[src/rtl/tmr16_pkg.sv]
package tmr16_pkg;
  localparam int SEL_W = 2;

  typedef enum logic [SEL_W-1:0] {
    SEL_COUNT   = 2'd0,
    SEL_COMPARE = 2'd1,
    SEL_MODE    = 2'd2,
    SEL_IRQ     = 2'd3
  } reg_sel_e;

  // bit positions inside the interrupt register
  localparam int B_CMP_EN   = 0;
  localparam int B_OVF_EN   = 1;
  localparam int B_CMP_FLAG = 2;
  localparam int B_OVF_FLAG = 3;
  localparam int IRQ_REG_W  = 4;
endpackage

[src/rtl/tmr16_regs.sv]
module tmr16_regs
  import tmr16_pkg::*;
#(
  parameter int CNT_W = 16
) (
  input  logic             clk_i,
  input  logic             rst_i,
  input  logic             wr_en_i,
  input  logic [SEL_W-1:0] wr_sel_i,
  input  logic [CNT_W-1:0] wr_data_i,
  output logic [CNT_W-1:0] cmp_val_o,
  output logic             ctc_mode_o,
  output logic             cmp_en_o,
  output logic             ovf_en_o,
  output logic             cnt_load_o,
  output logic             clr_cmp_o,
  output logic             clr_ovf_o
);
  reg_sel_e sel;
  logic     wr_cmp, wr_mode, wr_irq;

  always_comb begin
    sel     = reg_sel_e'(wr_sel_i);
    wr_cmp  = wr_en_i && (sel == SEL_COMPARE);
    wr_mode = wr_en_i && (sel == SEL_MODE);
    wr_irq  = wr_en_i && (sel == SEL_IRQ);
  end

  assign cnt_load_o = wr_en_i && (sel == SEL_COUNT);
  assign clr_cmp_o  = wr_irq && wr_data_i[B_CMP_FLAG];
  assign clr_ovf_o  = wr_irq && wr_data_i[B_OVF_FLAG];

  always_ff @(posedge clk_i) begin
    if (rst_i) begin
      cmp_val_o  <= '1;
      ctc_mode_o <= 1'b0;
      cmp_en_o   <= 1'b0;
      ovf_en_o   <= 1'b0;
    end else begin
      if (wr_cmp)  cmp_val_o  <= wr_data_i;
      if (wr_mode) ctc_mode_o <= wr_data_i[0];
      if (wr_irq) begin
        cmp_en_o <= wr_data_i[B_CMP_EN];
        ovf_en_o <= wr_data_i[B_OVF_EN];
      end
    end
  end

  AST_CMP_WRITE: assert property (@(posedge clk_i) disable iff (rst_i)
    wr_cmp |=> cmp_val_o == $past(wr_data_i)) else $error("compare write lost");
  AST_MODE_HOLD: assert property (@(posedge clk_i) disable iff (rst_i)
    !wr_mode |=> $stable(ctc_mode_o)) else $error("mode changed without write");
endmodule

[src/rtl/tmr16_count.sv]
module tmr16_count #(
  parameter int CNT_W = 16
) (
  input  logic             clk_i,
  input  logic             rst_i,
  input  logic             tick_i,
  input  logic             load_i,
  input  logic [CNT_W-1:0] load_val_i,
  input  logic             ctc_mode_i,
  input  logic [CNT_W-1:0] cmp_val_i,
  output logic [CNT_W-1:0] cnt_o,
  output logic             cmp_evt_o,
  output logic             ovf_evt_o
);
  localparam logic [CNT_W-1:0] CNT_MAX = '1;
  localparam logic [CNT_W-1:0] CNT_ONE = CNT_W'(1);

  logic             step;
  logic             at_cmp;
  logic [CNT_W-1:0] cnt_next;

  always_comb begin
    step      = tick_i && !load_i;
    at_cmp    = (cnt_o == cmp_val_i);
    cmp_evt_o = step && at_cmp;
    ovf_evt_o = step && (cnt_o == CNT_MAX);
    if (load_i)
      cnt_next = load_val_i;
    else if (!tick_i)
      cnt_next = cnt_o;
    else if (ctc_mode_i && at_cmp)
      cnt_next = '0;
    else
      cnt_next = cnt_o + CNT_ONE;
  end

  always_ff @(posedge clk_i) begin
    if (rst_i) cnt_o <= '0;
    else       cnt_o <= cnt_next;
  end

  AST_HOLD_IDLE: assert property (@(posedge clk_i) disable iff (rst_i)
    !tick_i && !load_i |=> $stable(cnt_o)) else $error("count moved without tick");
  AST_STEP_ONE: assert property (@(posedge clk_i) disable iff (rst_i)
    tick_i && !load_i && !ctc_mode_i && cnt_o != CNT_MAX |=> cnt_o == $past(cnt_o) + CNT_ONE)
    else $error("free-run step wrong");
  AST_WRAP_ZERO: assert property (@(posedge clk_i) disable iff (rst_i)
    tick_i && !load_i && cnt_o == CNT_MAX |=> cnt_o == '0) else $error("no wrap");
  AST_CTC_ZERO: assert property (@(posedge clk_i) disable iff (rst_i)
    tick_i && !load_i && ctc_mode_i && cnt_o == cmp_val_i |=> cnt_o == '0)
    else $error("clear on compare missed");
  AST_LOAD_WINS: assert property (@(posedge clk_i) disable iff (rst_i)
    load_i |=> cnt_o == $past(load_val_i)) else $error("load lost");
endmodule

[src/rtl/tmr16_flags.sv]
module tmr16_flags (
  input  logic clk_i,
  input  logic rst_i,
  input  logic cmp_evt_i,
  input  logic ovf_evt_i,
  input  logic clr_cmp_i,
  input  logic clr_ovf_i,
  input  logic cmp_en_i,
  input  logic ovf_en_i,
  output logic cmp_flag_o,
  output logic ovf_flag_o,
  output logic irq_o
);
  always_ff @(posedge clk_i) begin
    if (rst_i) begin
      cmp_flag_o <= 1'b0;
      ovf_flag_o <= 1'b0;
      irq_o      <= 1'b0;
    end else begin
      // an event in the clearing cycle keeps the flag
      cmp_flag_o <= cmp_evt_i || (cmp_flag_o && !clr_cmp_i);
      ovf_flag_o <= ovf_evt_i || (ovf_flag_o && !clr_ovf_i);
      irq_o      <= (cmp_flag_o && cmp_en_i) || (ovf_flag_o && ovf_en_i);
    end
  end

  AST_CMP_SETS: assert property (@(posedge clk_i) disable iff (rst_i)
    cmp_evt_i |=> cmp_flag_o) else $error("compare flag not set");
  AST_OVF_SETS: assert property (@(posedge clk_i) disable iff (rst_i)
    ovf_evt_i |=> ovf_flag_o) else $error("overflow flag not set");
  AST_STICKY: assert property (@(posedge clk_i) disable iff (rst_i)
    cmp_flag_o && !clr_cmp_i |=> cmp_flag_o) else $error("compare flag dropped");
  AST_IRQ_QUIET: assert property (@(posedge clk_i) disable iff (rst_i)
    !cmp_flag_o && !ovf_flag_o |=> !irq_o) else $error("irq without flag");
  AST_IRQ_MASKED: assert property (@(posedge clk_i) disable iff (rst_i)
    !cmp_en_i && !ovf_en_i |=> !irq_o) else $error("irq while masked");
endmodule

[src/rtl/tmr16_cmp.sv]
module tmr16_cmp
  import tmr16_pkg::*;
#(
  parameter int CNT_W = 16
) (
  input  logic             clk_i,
  input  logic             rst_i,
  input  logic             tick_i,
  input  logic             wr_en_i,
  input  logic [1:0]       wr_sel_i,
  input  logic [CNT_W-1:0] wr_data_i,
  input  logic [1:0]       rd_sel_i,
  output logic [CNT_W-1:0] rd_data_o,
  output logic             irq_o
);
  logic [CNT_W-1:0] cmp_val, cnt;
  logic             ctc_mode, cmp_en, ovf_en;
  logic             cnt_load, clr_cmp, clr_ovf;
  logic             cmp_evt, ovf_evt, cmp_flag, ovf_flag;
  logic [CNT_W-1:0] rd_mux;

  tmr16_regs #(.CNT_W(CNT_W)) u_regs (
    .clk_i(clk_i), .rst_i(rst_i), .wr_en_i(wr_en_i), .wr_sel_i(wr_sel_i),
    .wr_data_i(wr_data_i), .cmp_val_o(cmp_val), .ctc_mode_o(ctc_mode),
    .cmp_en_o(cmp_en), .ovf_en_o(ovf_en), .cnt_load_o(cnt_load),
    .clr_cmp_o(clr_cmp), .clr_ovf_o(clr_ovf)
  );

  tmr16_count #(.CNT_W(CNT_W)) u_count (
    .clk_i(clk_i), .rst_i(rst_i), .tick_i(tick_i), .load_i(cnt_load),
    .load_val_i(wr_data_i), .ctc_mode_i(ctc_mode), .cmp_val_i(cmp_val),
    .cnt_o(cnt), .cmp_evt_o(cmp_evt), .ovf_evt_o(ovf_evt)
  );

  tmr16_flags u_flags (
    .clk_i(clk_i), .rst_i(rst_i), .cmp_evt_i(cmp_evt), .ovf_evt_i(ovf_evt),
    .clr_cmp_i(clr_cmp), .clr_ovf_i(clr_ovf), .cmp_en_i(cmp_en),
    .ovf_en_i(ovf_en), .cmp_flag_o(cmp_flag), .ovf_flag_o(ovf_flag),
    .irq_o(irq_o)
  );

  always_comb begin
    rd_mux = '0;
    unique case (reg_sel_e'(rd_sel_i))
      SEL_COUNT:   rd_mux = cnt;
      SEL_COMPARE: rd_mux = cmp_val;
      SEL_MODE:    rd_mux[0] = ctc_mode;
      SEL_IRQ: begin
        rd_mux[B_CMP_EN]   = cmp_en;
        rd_mux[B_OVF_EN]   = ovf_en;
        rd_mux[B_CMP_FLAG] = cmp_flag;
        rd_mux[B_OVF_FLAG] = ovf_flag;
      end
      default: rd_mux = '0;
    endcase
  end

  always_ff @(posedge clk_i) begin
    if (rst_i) rd_data_o <= '0;
    else       rd_data_o <= rd_mux;
  end

  AST_RD_COUNT: assert property (@(posedge clk_i) disable iff (rst_i)
    rd_sel_i == 2'd0 |=> rd_data_o == $past(cnt)) else $error("count readback");
  AST_RD_IRQ_PAD: assert property (@(posedge clk_i) disable iff (rst_i)
    rd_sel_i == 2'd3 |=> rd_data_o[CNT_W-1:IRQ_REG_W] == '0) else $error("irq reg pad");
endmodule

[config.mk]
export PLATFORM = sky130hd
export DESIGN_NAME = tmr16_cmp
export DESIGN_NICKNAME = d
export VERILOG_FILES = /design/src/rtl/tmr16_pkg.sv /design/src/rtl/tmr16_regs.sv /design/src/rtl/tmr16_count.sv /design/src/rtl/tmr16_flags.sv /design/src/rtl/tmr16_cmp.sv
export SDC_FILE = /design/constraint.sdc
export NUM_CORES = 1
export LEC_CHECK = 0
export ABC_CLOCK_PERIOD_IN_PS = 2400
export BUFFER_PORTS_ARGS = -buffer_cell sky130_fd_sc_hd__buf_2
export CAP_MARGIN = 40
export CORE_MARGIN = 3
export CORE_UTILIZATION = 50
export DETAILED_ROUTE_END_ITERATION = 10
export PLACE_DENSITY_LB_ADDON = 0.08
export SLEW_MARGIN = 20
export SYNTH_ARGS = -nofsm -noshare
export SYNTH_HDL_FRONTEND = slang
export SYNTH_SLANG_ARGS = --single-unit
export TNS_END_PERCENT = 5
[constraint.sdc]
create_clock -name clk_i -period 2.4 [get_ports clk_i]
set_clock_uncertainty 0.2 [all_clocks]
set_input_delay 0.24 -clock clk_i [delete_from_list [all_inputs] [get_ports clk_i]]
set_output_delay 0.24 -clock clk_i [all_outputs]
set_load 0.02 [all_outputs]
==> results.py, run 1 <==
metrics = {
    "place": {
        "sum_of_net_half_perimeters_after_detailed_placement_mm": 4.54,
        "port-buffer-count": 40,
        "detailed_place.area_um2": 2840,
        "place.gp.congestion": 0.857,
    },
    "synthesis": {
        "ys.warnings.count": 0,
        "synth_top_cell_area_share": 0.418,
        "asyncSetResetFlopFracSynth": 0,
        "synth_area_um2": 2580,
        "syn_area_per_cell_um2": 8.62,
        "synth_area_leader": "sky130_fd_sc_hd__dfxtp_1",
        "synth_enable_flop_cells": 0,
        "synthesis.instances": 300,
        "synth_seq_cells": 54,
        "synth_sequential_area_ratio": 0.418,
        "synth-main-ff-cell": "sky130_fd_sc_hd__dfxtp_1",
        "netlist-cell-type-count": 37,
        "synth.area.top_cells": "sky130_fd_sc_hd__dfxtp_1 42%, sky130_fd_sc_hd__mux2i_1 7.0%, sky130_fd_sc_hd__xnor2_1 6.8%",
        "yosys.cell_count.top_type": "sky130_fd_sc_hd__dfxtp_1",
        "post_synth_most_frequent_cells": "54 x sky130_fd_sc_hd__dfxtp_1, 40 x sky130_fd_sc_hd__nand2_1, 28 x sky130_fd_sc_hd__nor2_1",
        "mappedNetlistNets": 325,
    },
    "routing": {
        "postRouteWirelength_mm": 6.51,
        "viasPerCell": 5.38,
        "wl_per_cell_um": 15.8,
        "ant_nets": 0,
        "detail_route.first_pass.iterations": 4,
        "via_count": 2220,
        "drc": 0,
        "drt_iter0_markers": 224,
    },
    "critical_path": {
        "cells_on_worst_reg2reg_path": 5,
        "crit_chain": "xnor2_1 > nand4_1 > nor4_2 > a21o_2 > o22ai_1",
        "crit_type": "reg2reg",
        "critPathArrivalTime_ps": 2080,
        "cp-start-kind": "flip-flop",
        "r2r_slack_ps": 300,
        "delay_contributed_by_the_slowest_stage_of_the_critical_path_ps": 500,
        "crit-reg2reg-capture": "u_count.cnt_o[1]$_SDFFE_PP0P_",
        "cp_max_fo": 15,
        "crit_slowest_cell": "sky130_fd_sc_hd__dfxtp_1",
        "worst-endpoint-required_ps": 2380,
        "critical_path.endpoint_type": "flip-flop",
        "r2r_start": "u_count.cnt_o[2]$_SDFFE_PP0P_",
    },
    "floorplanning": {
        "die_height_um": 77.9,
        "rows": 25,
        "fp.dieArea_um2": 6070,
        "initial_utilization": 0.533,
        "die_width_um": 77.9,
        "boundaryPins": 41,
        "core_area_um2": 4850,
    },
    "finish": {
        "finish.net_count": 371,
        "insertedDiodeCount": 0,
        "layout-area-overhead-vs-synth_pct": 19.1,
        "finalInstanceArea_um2": 3080,
        "drive_above_1_share": 0.197,
        "utilization": 0.635,
    },
    "clocking": {
        "tritoncts": "yes",
        "cts-root-buf": "sky130_fd_sc_hd__clkbuf_8",
        "clkTransAtPathRegs_ps": 90,
        "cts.path.max_buffers": 2,
        "cts_repair_resize_count": 0,
        "tritoncts_num_sinks": 54,
        "clk_latency_ps": 310,
        "h-tree-depth": 2,
        "number_of_setup_buffers_added_after_cts": 0,
        "tritoncts.num_buffers": 5,
    },
    "outcome": {
        "run_status": "finished clean",
    },
    "grt": {
        "antenna_found_initial": 0,
        "grt_first_pass_wirelength_mm": 10.6,
        "globalRouteOverflowTotal": 0,
        "number_of_global_route_vias_before_repair": 2054,
        "grt_max_degree": 26,
        "grt.total_usage": 0.223,
    },
    "flow_run": {
        "cap_violations": 0,
    },
    "worst_hold_path": {
        "hold_path.class": "in2reg",
        "min_to": "u_regs.cmp_val_o[1]$_SDFFE_PP1P_",
        "hold_path_depth": 3,
        "worstHoldStart": "wr_data_i[1]",
    },
    "power_and_ir_drop": {
        "p_total_mw": 1.89,
        "worst_ir_drop_vdd_mv": 0.313,
        "leakage_power_figure_nw": 1.29,
        "power.density_cell_area_nw_per_um2": 615,
    },
    "timing": {
        "fmax_ghz": 0.477,
        "drv_slew": 0,
        "rsz0062_at_grt": "false",
        "min_period_ps": 2100,
        "finalHoldViolCount": 0,
        "totalNegativeSetupSlack_ps": 0,
        "worst_slew_margin_rel": 0.729,
        "fin_hold_ws_ps": 8.85,
        "setup_viol_count_final": 0,
        "finalCritPeriodShare": 0.874,
        "worst_slew_pin_slew_ps": 406,
    },
}
cell families (layout without fill, tap and decap cells):
family          Yosys count  after routing  share of synthesized area
fa+ha+maj                 1              1                    0.00484
compound gates           43             43                      0.101
xor+xnor                 30             30                      0.102
flops                    54             54                      0.418
simple gates            126            126                      0.251
mux                      19             19                     0.0784
buf+inv                  27             73                     0.0450
layer usage:
layer  GRT usage  wire length (µm)  up-vias
met4      0.0752               152        0
met2       0.349              2930       77
met1       0.311              3100     1004
li1            -                 -     1125
met3      0.0383               329       14
met5           0                 0        -
final cells by class:
| class | instances | area, µm² |
|---|---|---|
| tap | 67 | 83.8 |
| fill | 421 | 1770 |
| multi-input combinational | 219 | 1390 |
| clock buffer | 6 | 82.6 |
| inverter | 4 | 15.0 |
| sequential | 54 | 1080 |
| timing repair buffer | 62 | 398 |
| clock inverter | 1 | 30.0 |
metrics by stage:
stage               setup slack, ps  cells
finish                          303    413
global route                    138    413
floorplan                       602    300
detailed placement              319    393
global placement                384    393
CTS                             307    413
placed cells by master (no fill, tap or decap):
cell	instances
sky130_fd_sc_hd__a22oi_1	1
sky130_fd_sc_hd__and2_0	1
sky130_fd_sc_hd__nor2_1	28
sky130_fd_sc_hd__a21oi_1	18
sky130_fd_sc_hd__or4_4	1
sky130_fd_sc_hd__o22ai_1	14
sky130_fd_sc_hd__nor3b_2	1
sky130_fd_sc_hd__o32ai_1	1
sky130_fd_sc_hd__inv_1	4
sky130_fd_sc_hd__or2_2	2
sky130_fd_sc_hd__buf_2	40
sky130_fd_sc_hd__xnor2_1	20
sky130_fd_sc_hd__a21o_2	1
sky130_fd_sc_hd__nor3_1	2
sky130_fd_sc_hd__xor2_1	10
sky130_fd_sc_hd__ha_1	1
sky130_fd_sc_hd__o21ai_0	2
sky130_fd_sc_hd__mux2i_1	18
sky130_fd_sc_hd__and4_4	1
sky130_fd_sc_hd__mux4_2	1
sky130_fd_sc_hd__nor4_2	1
sky130_fd_sc_hd__nand2_1	40
sky130_fd_sc_hd__bufinv_16	1
sky130_fd_sc_hd__and3_2	2
sky130_fd_sc_hd__nand4_1	8
sky130_fd_sc_hd__nand3_1	21
sky130_fd_sc_hd__nor2b_1	1
sky130_fd_sc_hd__dlygate4sd3_1	13
sky130_fd_sc_hd__o211ai_1	1
sky130_fd_sc_hd__and2_1	1
sky130_fd_sc_hd__a31oi_1	3
sky130_fd_sc_hd__clkbuf_8	6
sky130_fd_sc_hd__a32o_1	1
sky130_fd_sc_hd__buf_4	9
sky130_fd_sc_hd__nor3b_1	15
sky130_fd_sc_hd__dfxtp_1	54
sky130_fd_sc_hd__nand4_4	1
sky130_fd_sc_hd__o22ai_2	1
worst max-delay path, delay by kind of cell (launching register included):
kind | cells | cell delay (ps)
simple gates | 2 | 550
compound gates | 2 | 550
flops | 1 | 500
xor+xnor | 1 | 180
flip-flops by register name, summed over array words and instances (netlist names):
name                flops
rd_data_o              16
u_count.cnt_o          16
u_regs.cmp_val_o       16
u_flags.cmp_flag_o      1
u_flags.irq_o           1
u_flags.ovf_flag_o      1
u_regs.cmp_en_o         1
u_regs.ctc_mode_o       1
u_regs.ovf_en_o         1
where the power goes:
part | total [mW] | internal, mW | switching (mW) | leakage [nW]
logic | 0.277 | 0.128 | 0.150 | 0.796
registers | 0.987 | 0.939 | 0.0475 | 0.442
clock network | 0.628 | 0.334 | 0.294 | 0.0573
total | 1.89 | 1.40 | 0.491 | 1.29
how the worst max path moves through the flow:
stage | start | endpoint | slack [ps] | cells past startpoint
floorplan | u_count.cnt_o[2]$_SDFFE_PP0P_ | u_count.cnt_o[15]$_SDFFE_PP0P_ | 600 | 6
global placement | u_count.cnt_o[2]$_SDFFE_PP0P_ | u_count.cnt_o[1]$_SDFFE_PP0P_ | 380 | 5
detailed placement | u_count.cnt_o[2]$_SDFFE_PP0P_ | u_count.cnt_o[1]$_SDFFE_PP0P_ | 320 | 5
CTS | u_count.cnt_o[2]$_SDFFE_PP0P_ | u_count.cnt_o[1]$_SDFFE_PP0P_ | 310 | 5
global route | u_count.cnt_o[2]$_SDFFE_PP0P_ | u_count.cnt_o[1]$_SDFFE_PP0P_ | 140 | 5
finish | u_count.cnt_o[2]$_SDFFE_PP0P_ | u_count.cnt_o[1]$_SDFFE_PP0P_ | 300 | 5
what timing repair did:
action,CTS,global route
setup endpoints to repair,0,0
endpoints found under the hold margin,13,0
hold buffers,13,0
Power figures use the tool's default switching activity.
==> run 2: changes to the inputs <==
--- a/config.mk
+++ b/config.mk
@@ -5,11 +5,12 @@
 export SDC_FILE = /design/constraint.sdc
 export NUM_CORES = 1
 export LEC_CHECK = 0
-export ABC_CLOCK_PERIOD_IN_PS = 2400
+export ABC_AREA = 1
+export ABC_CLOCK_PERIOD_IN_PS = 2500
 export BUFFER_PORTS_ARGS = -buffer_cell sky130_fd_sc_hd__buf_2
 export CAP_MARGIN = 40
 export CORE_MARGIN = 3
-export CORE_UTILIZATION = 50
+export CORE_UTILIZATION = 30
 export DETAILED_ROUTE_END_ITERATION = 10
 export PLACE_DENSITY_LB_ADDON = 0.08
 export SLEW_MARGIN = 20
==> constraint.sdc (replaced) <==
create_clock -name clk_i -period 2.5 [get_ports clk_i]
set_clock_uncertainty 0.2 [all_clocks]
set_input_delay 0.25 -clock clk_i [delete_from_list [all_inputs] [get_ports clk_i]]
set_output_delay 0.25 -clock clk_i [all_outputs]
set_load 0.02 [all_outputs]
==> results.py, run 2 <==
metrics = {
    "finish": {
        "layout-area-overhead-vs-synth_pct": 19.9,
        "utilization": 0.375,
        "drive_above_1_share": 0.200,
        "commonest_non_fill_non_tap_cells_in_the_layout": "122 x sky130_fd_sc_hd__nand2_1, 71 x sky130_fd_sc_hd__inv_1, 54 x sky130_fd_sc_hd__dfxtp_1, 40 x sky130_fd_sc_hd__buf_2, 25 x sky130_fd_sc_hd__nand3_1",
        "finish.net_count": 516,
        "layout_top_registers": "rd_data_o: 16 flops, u_count.cnt_o: 16 flops, u_regs.cmp_val_o: 16 flops",
        "finalInstanceArea_um2": 3530,
        "final_common_cell": "sky130_fd_sc_hd__nand2_1",
        "insertedDiodeCount": 0,
        "nFillCells": 1030,
    },
    "synthesis": {
        "synthesis.instances": 436,
        "synth_sequential_area_ratio": 0.367,
        "synth_seq_cells": 54,
        "synth_area_um2": 2950,
        "synth-main-ff-cell": "sky130_fd_sc_hd__dfxtp_1",
        "synth.area.top_cells": "sky130_fd_sc_hd__dfxtp_1 37%, sky130_fd_sc_hd__nand2_1 16%, sky130_fd_sc_hd__inv_1 9.0%",
        "synth_top_cell_area_share": 0.367,
        "synth_enable_flop_cells": 0,
        "netlist-cell-type-count": 32,
        "mappedNetlistNets": 461,
        "synth_area_leader": "sky130_fd_sc_hd__dfxtp_1",
        "post_synth_most_frequent_cells": "122 x sky130_fd_sc_hd__nand2_1, 71 x sky130_fd_sc_hd__inv_1, 54 x sky130_fd_sc_hd__dfxtp_1",
        "ys.warnings.count": 0,
        "yosys.cell_count.top_type": "sky130_fd_sc_hd__nand2_1",
        "syn_area_per_cell_um2": 6.76,
        "asyncSetResetFlopFracSynth": 0,
    },
    "timing": {
        "fin_hold_ws_ps": 48.9,
        "min_period_ps": 1840,
        "fmax_ghz": 0.542,
        "drv_slew": 0,
        "worst_slew_pin_slew_ps": 646,
        "finalWorstSetupSlack_ps": 655,
        "finalCritPeriodShare": 0.738,
        "setup_viol_count_final": 0,
        "worst_slew_margin_rel": 0.568,
        "rsz0062_at_grt": "false",
        "finalHoldViolCount": 0,
        "totalNegativeSetupSlack_ps": 0,
    },
    "routing": {
        "via_count": 2799,
        "postRouteWirelength_mm": 8.19,
        "viasPerCell": 4.51,
        "ant_nets": 0,
        "detail_route.first_pass.iterations": 4,
        "drt_iter0_markers": 96,
        "drc": 0,
        "wl_per_cell_um": 13.2,
    },
    "critical_path": {
        "cp-start-kind": "flip-flop",
        "crit_path_leading_delay_family": "simple AND/OR/NAND/NOR gates",
        "critPathMostFrequentCell": "sky130_fd_sc_hd__nand2_1",
        "critPathArrivalTime_ps": 1830,
        "worst-endpoint-required_ps": 2480,
        "setup.worst_path.start": "u_count.cnt_o[13]$_SDFFE_PP0P_",
        "cp_max_fo": 16,
        "r2r_start": "u_count.cnt_o[13]$_SDFFE_PP0P_",
        "delay_contributed_by_the_slowest_stage_of_the_critical_path_ps": 440,
        "worst-path-buf-inv": 1,
        "crit_chain": "inv_2 > nand2_1 > nand2_1 > nor2_1 > nand2_1 > nor2_4 > nand3_4 > nand3_1 > a21oi_1",
        "crit_type": "reg2reg",
        "critical_path.endpoint_type": "flip-flop",
        "crit_slowest_cell": "sky130_fd_sc_hd__dfxtp_1",
    },
    "flow_run": {
        "cap_violations": 0,
    },
    "grt": {
        "number_of_global_route_vias_before_repair": 2685,
        "grt_max_degree": 34,
        "antenna_found_initial": 0,
        "grt_first_pass_wirelength_mm": 13.5,
        "globalRouteOverflowTotal": 0,
        "grt.total_usage": 0.154,
    },
    "place": {
        "sum_of_net_half_perimeters_after_detailed_placement_mm": 5.60,
        "detailed_place.area_um2": 3300,
        "place.gp.congestion": 0.744,
        "port-buffer-count": 40,
        "pre_cts_ws_ps": 550,
    },
    "clocking": {
        "tritoncts": "yes",
        "cts.path.max_buffers": 2,
        "clkTransAtPathRegs_ps": 90,
        "tritoncts_num_sinks": 54,
        "h-tree-depth": 2,
        "clk_latency_ps": 310,
        "cts-root-buf": "sky130_fd_sc_hd__clkbuf_8",
        "cts_repair_resize_count": 0,
        "tritoncts.num_buffers": 5,
    },
    "floorplanning": {
        "core_area_um2": 9420,
        "fp.dieArea_um2": 11100,
        "boundaryPins": 41,
        "die_height_um": 105,
        "rows": 35,
        "initial_utilization": 0.313,
        "die_width_um": 105,
    },
    "worst_hold_path": {
        "hold_path.class": "in2reg",
        "worstHoldStart": "wr_data_i[0]",
    },
    "power_and_ir_drop": {
        "worst_ir_drop_vdd_mv": 0.239,
        "leakage_power_figure_nw": 1.61,
        "power.density_cell_area_nw_per_um2": 477,
    },
    "outcome": {
        "run_status": "finished clean",
    },
}
## run 2: cell count changes after synthesis, moves of 4 or more
cell and change:
sky130_fd_sc_hd__nor2_1 -4, sky130_fd_sc_hd__o211ai_1 +15, sky130_fd_sc_hd__inv_2 +13, sky130_fd_sc_hd__nand3_2 +11, sky130_fd_sc_hd__xnor2_1 -20, sky130_fd_sc_hd__nand4_1 -7
sky130_fd_sc_hd__nand2_1 +82, sky130_fd_sc_hd__nor3b_1 -15, sky130_fd_sc_hd__a21oi_1 +5, sky130_fd_sc_hd__nand3_1 +4, sky130_fd_sc_hd__inv_1 +67, sky130_fd_sc_hd__clkbuf_1 -6
sky130_fd_sc_hd__mux2i_1 -18, sky130_fd_sc_hd__a21oi_2 +10
## run 2: area by class of cell
type	instances	area, µm²	share of cell area
inverter	86	323	0.0913
multi-input combinational	281	1480	0.418
sequential	54	1080	0.306
timing repair buffer	63	414	0.117
tap	129	161	0.0457
clock buffer	7	76.3	0.0216
## run 2: cell families (layout without fill, tap and decap cells)
family	count (synthesis)	count (layout)	share of synthesized area
AND/OR/NAND/NOR	198	198	0.307
XOR/XNOR	7	7	0.0208
buffers and inverters	101	156	0.134
adder cells (fa/ha/maj)	1	1	0.00424
flip-flops	54	54	0.367
AO/OA/AOI/OAI	75	75	0.168
## run 2: per-stage QoR
| stage | std cells | total power [mW] |
|---|---|---|
| 2_1_floorplan | 436 | 1.11 |
| 3_3_place_gp | 597 | 1.20 |
| 3_5_place_dp | 597 | 1.21 |
| 4_1_cts | 619 | 1.72 |
| 5_1_grt | 620 | 1.79 |
| 6_report | 620 | 1.68 |
## run 2: worst reg2reg max path, cell delays in order, from the launching register on
cell	delay, ps
sky130_fd_sc_hd__dfxtp_1	440
sky130_fd_sc_hd__inv_2	90
sky130_fd_sc_hd__nand2_1	60
sky130_fd_sc_hd__nand2_1	50
sky130_fd_sc_hd__nor2_1	130
sky130_fd_sc_hd__nand2_1	130
sky130_fd_sc_hd__nor2_4	130
sky130_fd_sc_hd__nand3_4	250
sky130_fd_sc_hd__nand3_1	160
sky130_fd_sc_hd__a21oi_1	70
## run 2: layer usage
metal | GRT usage | wire [µm]
met1 | 0.206 | 4030
met3 | 0.0241 | 287
met4 | 0.0403 | 116
met5 | 0 | 0
met2 | 0.256 | 3750
## run 2: power breakdown
part | leakage, nW | internal (mW) | switching [mW]
registers | 0.442 | 0.899 | 0.0327
clock network | 0.0383 | 0.194 | 0.286
logic | 1.13 | 0.105 | 0.166
## run 2: final timing paths
path                            cells past startpoint  slack (ps)                               end
worst min register to register                      2         270      u_regs.ovf_en_o$_SDFFE_PP0N_
worst max register to register                      9         660     u_count.cnt_o[7]$_SDFFE_PP0P_
worst min-delay path                                3          50  u_regs.cmp_val_o[0]$_SDFFE_PP1P_
worst max-delay path                                9         660     u_count.cnt_o[7]$_SDFFE_PP0P_
## run 2: what timing repair did
item / in CTS / in global routing
hold buffers: 15 / 0
hold endpoints to repair: 15 / 0
buffers inserted: 0 / 0
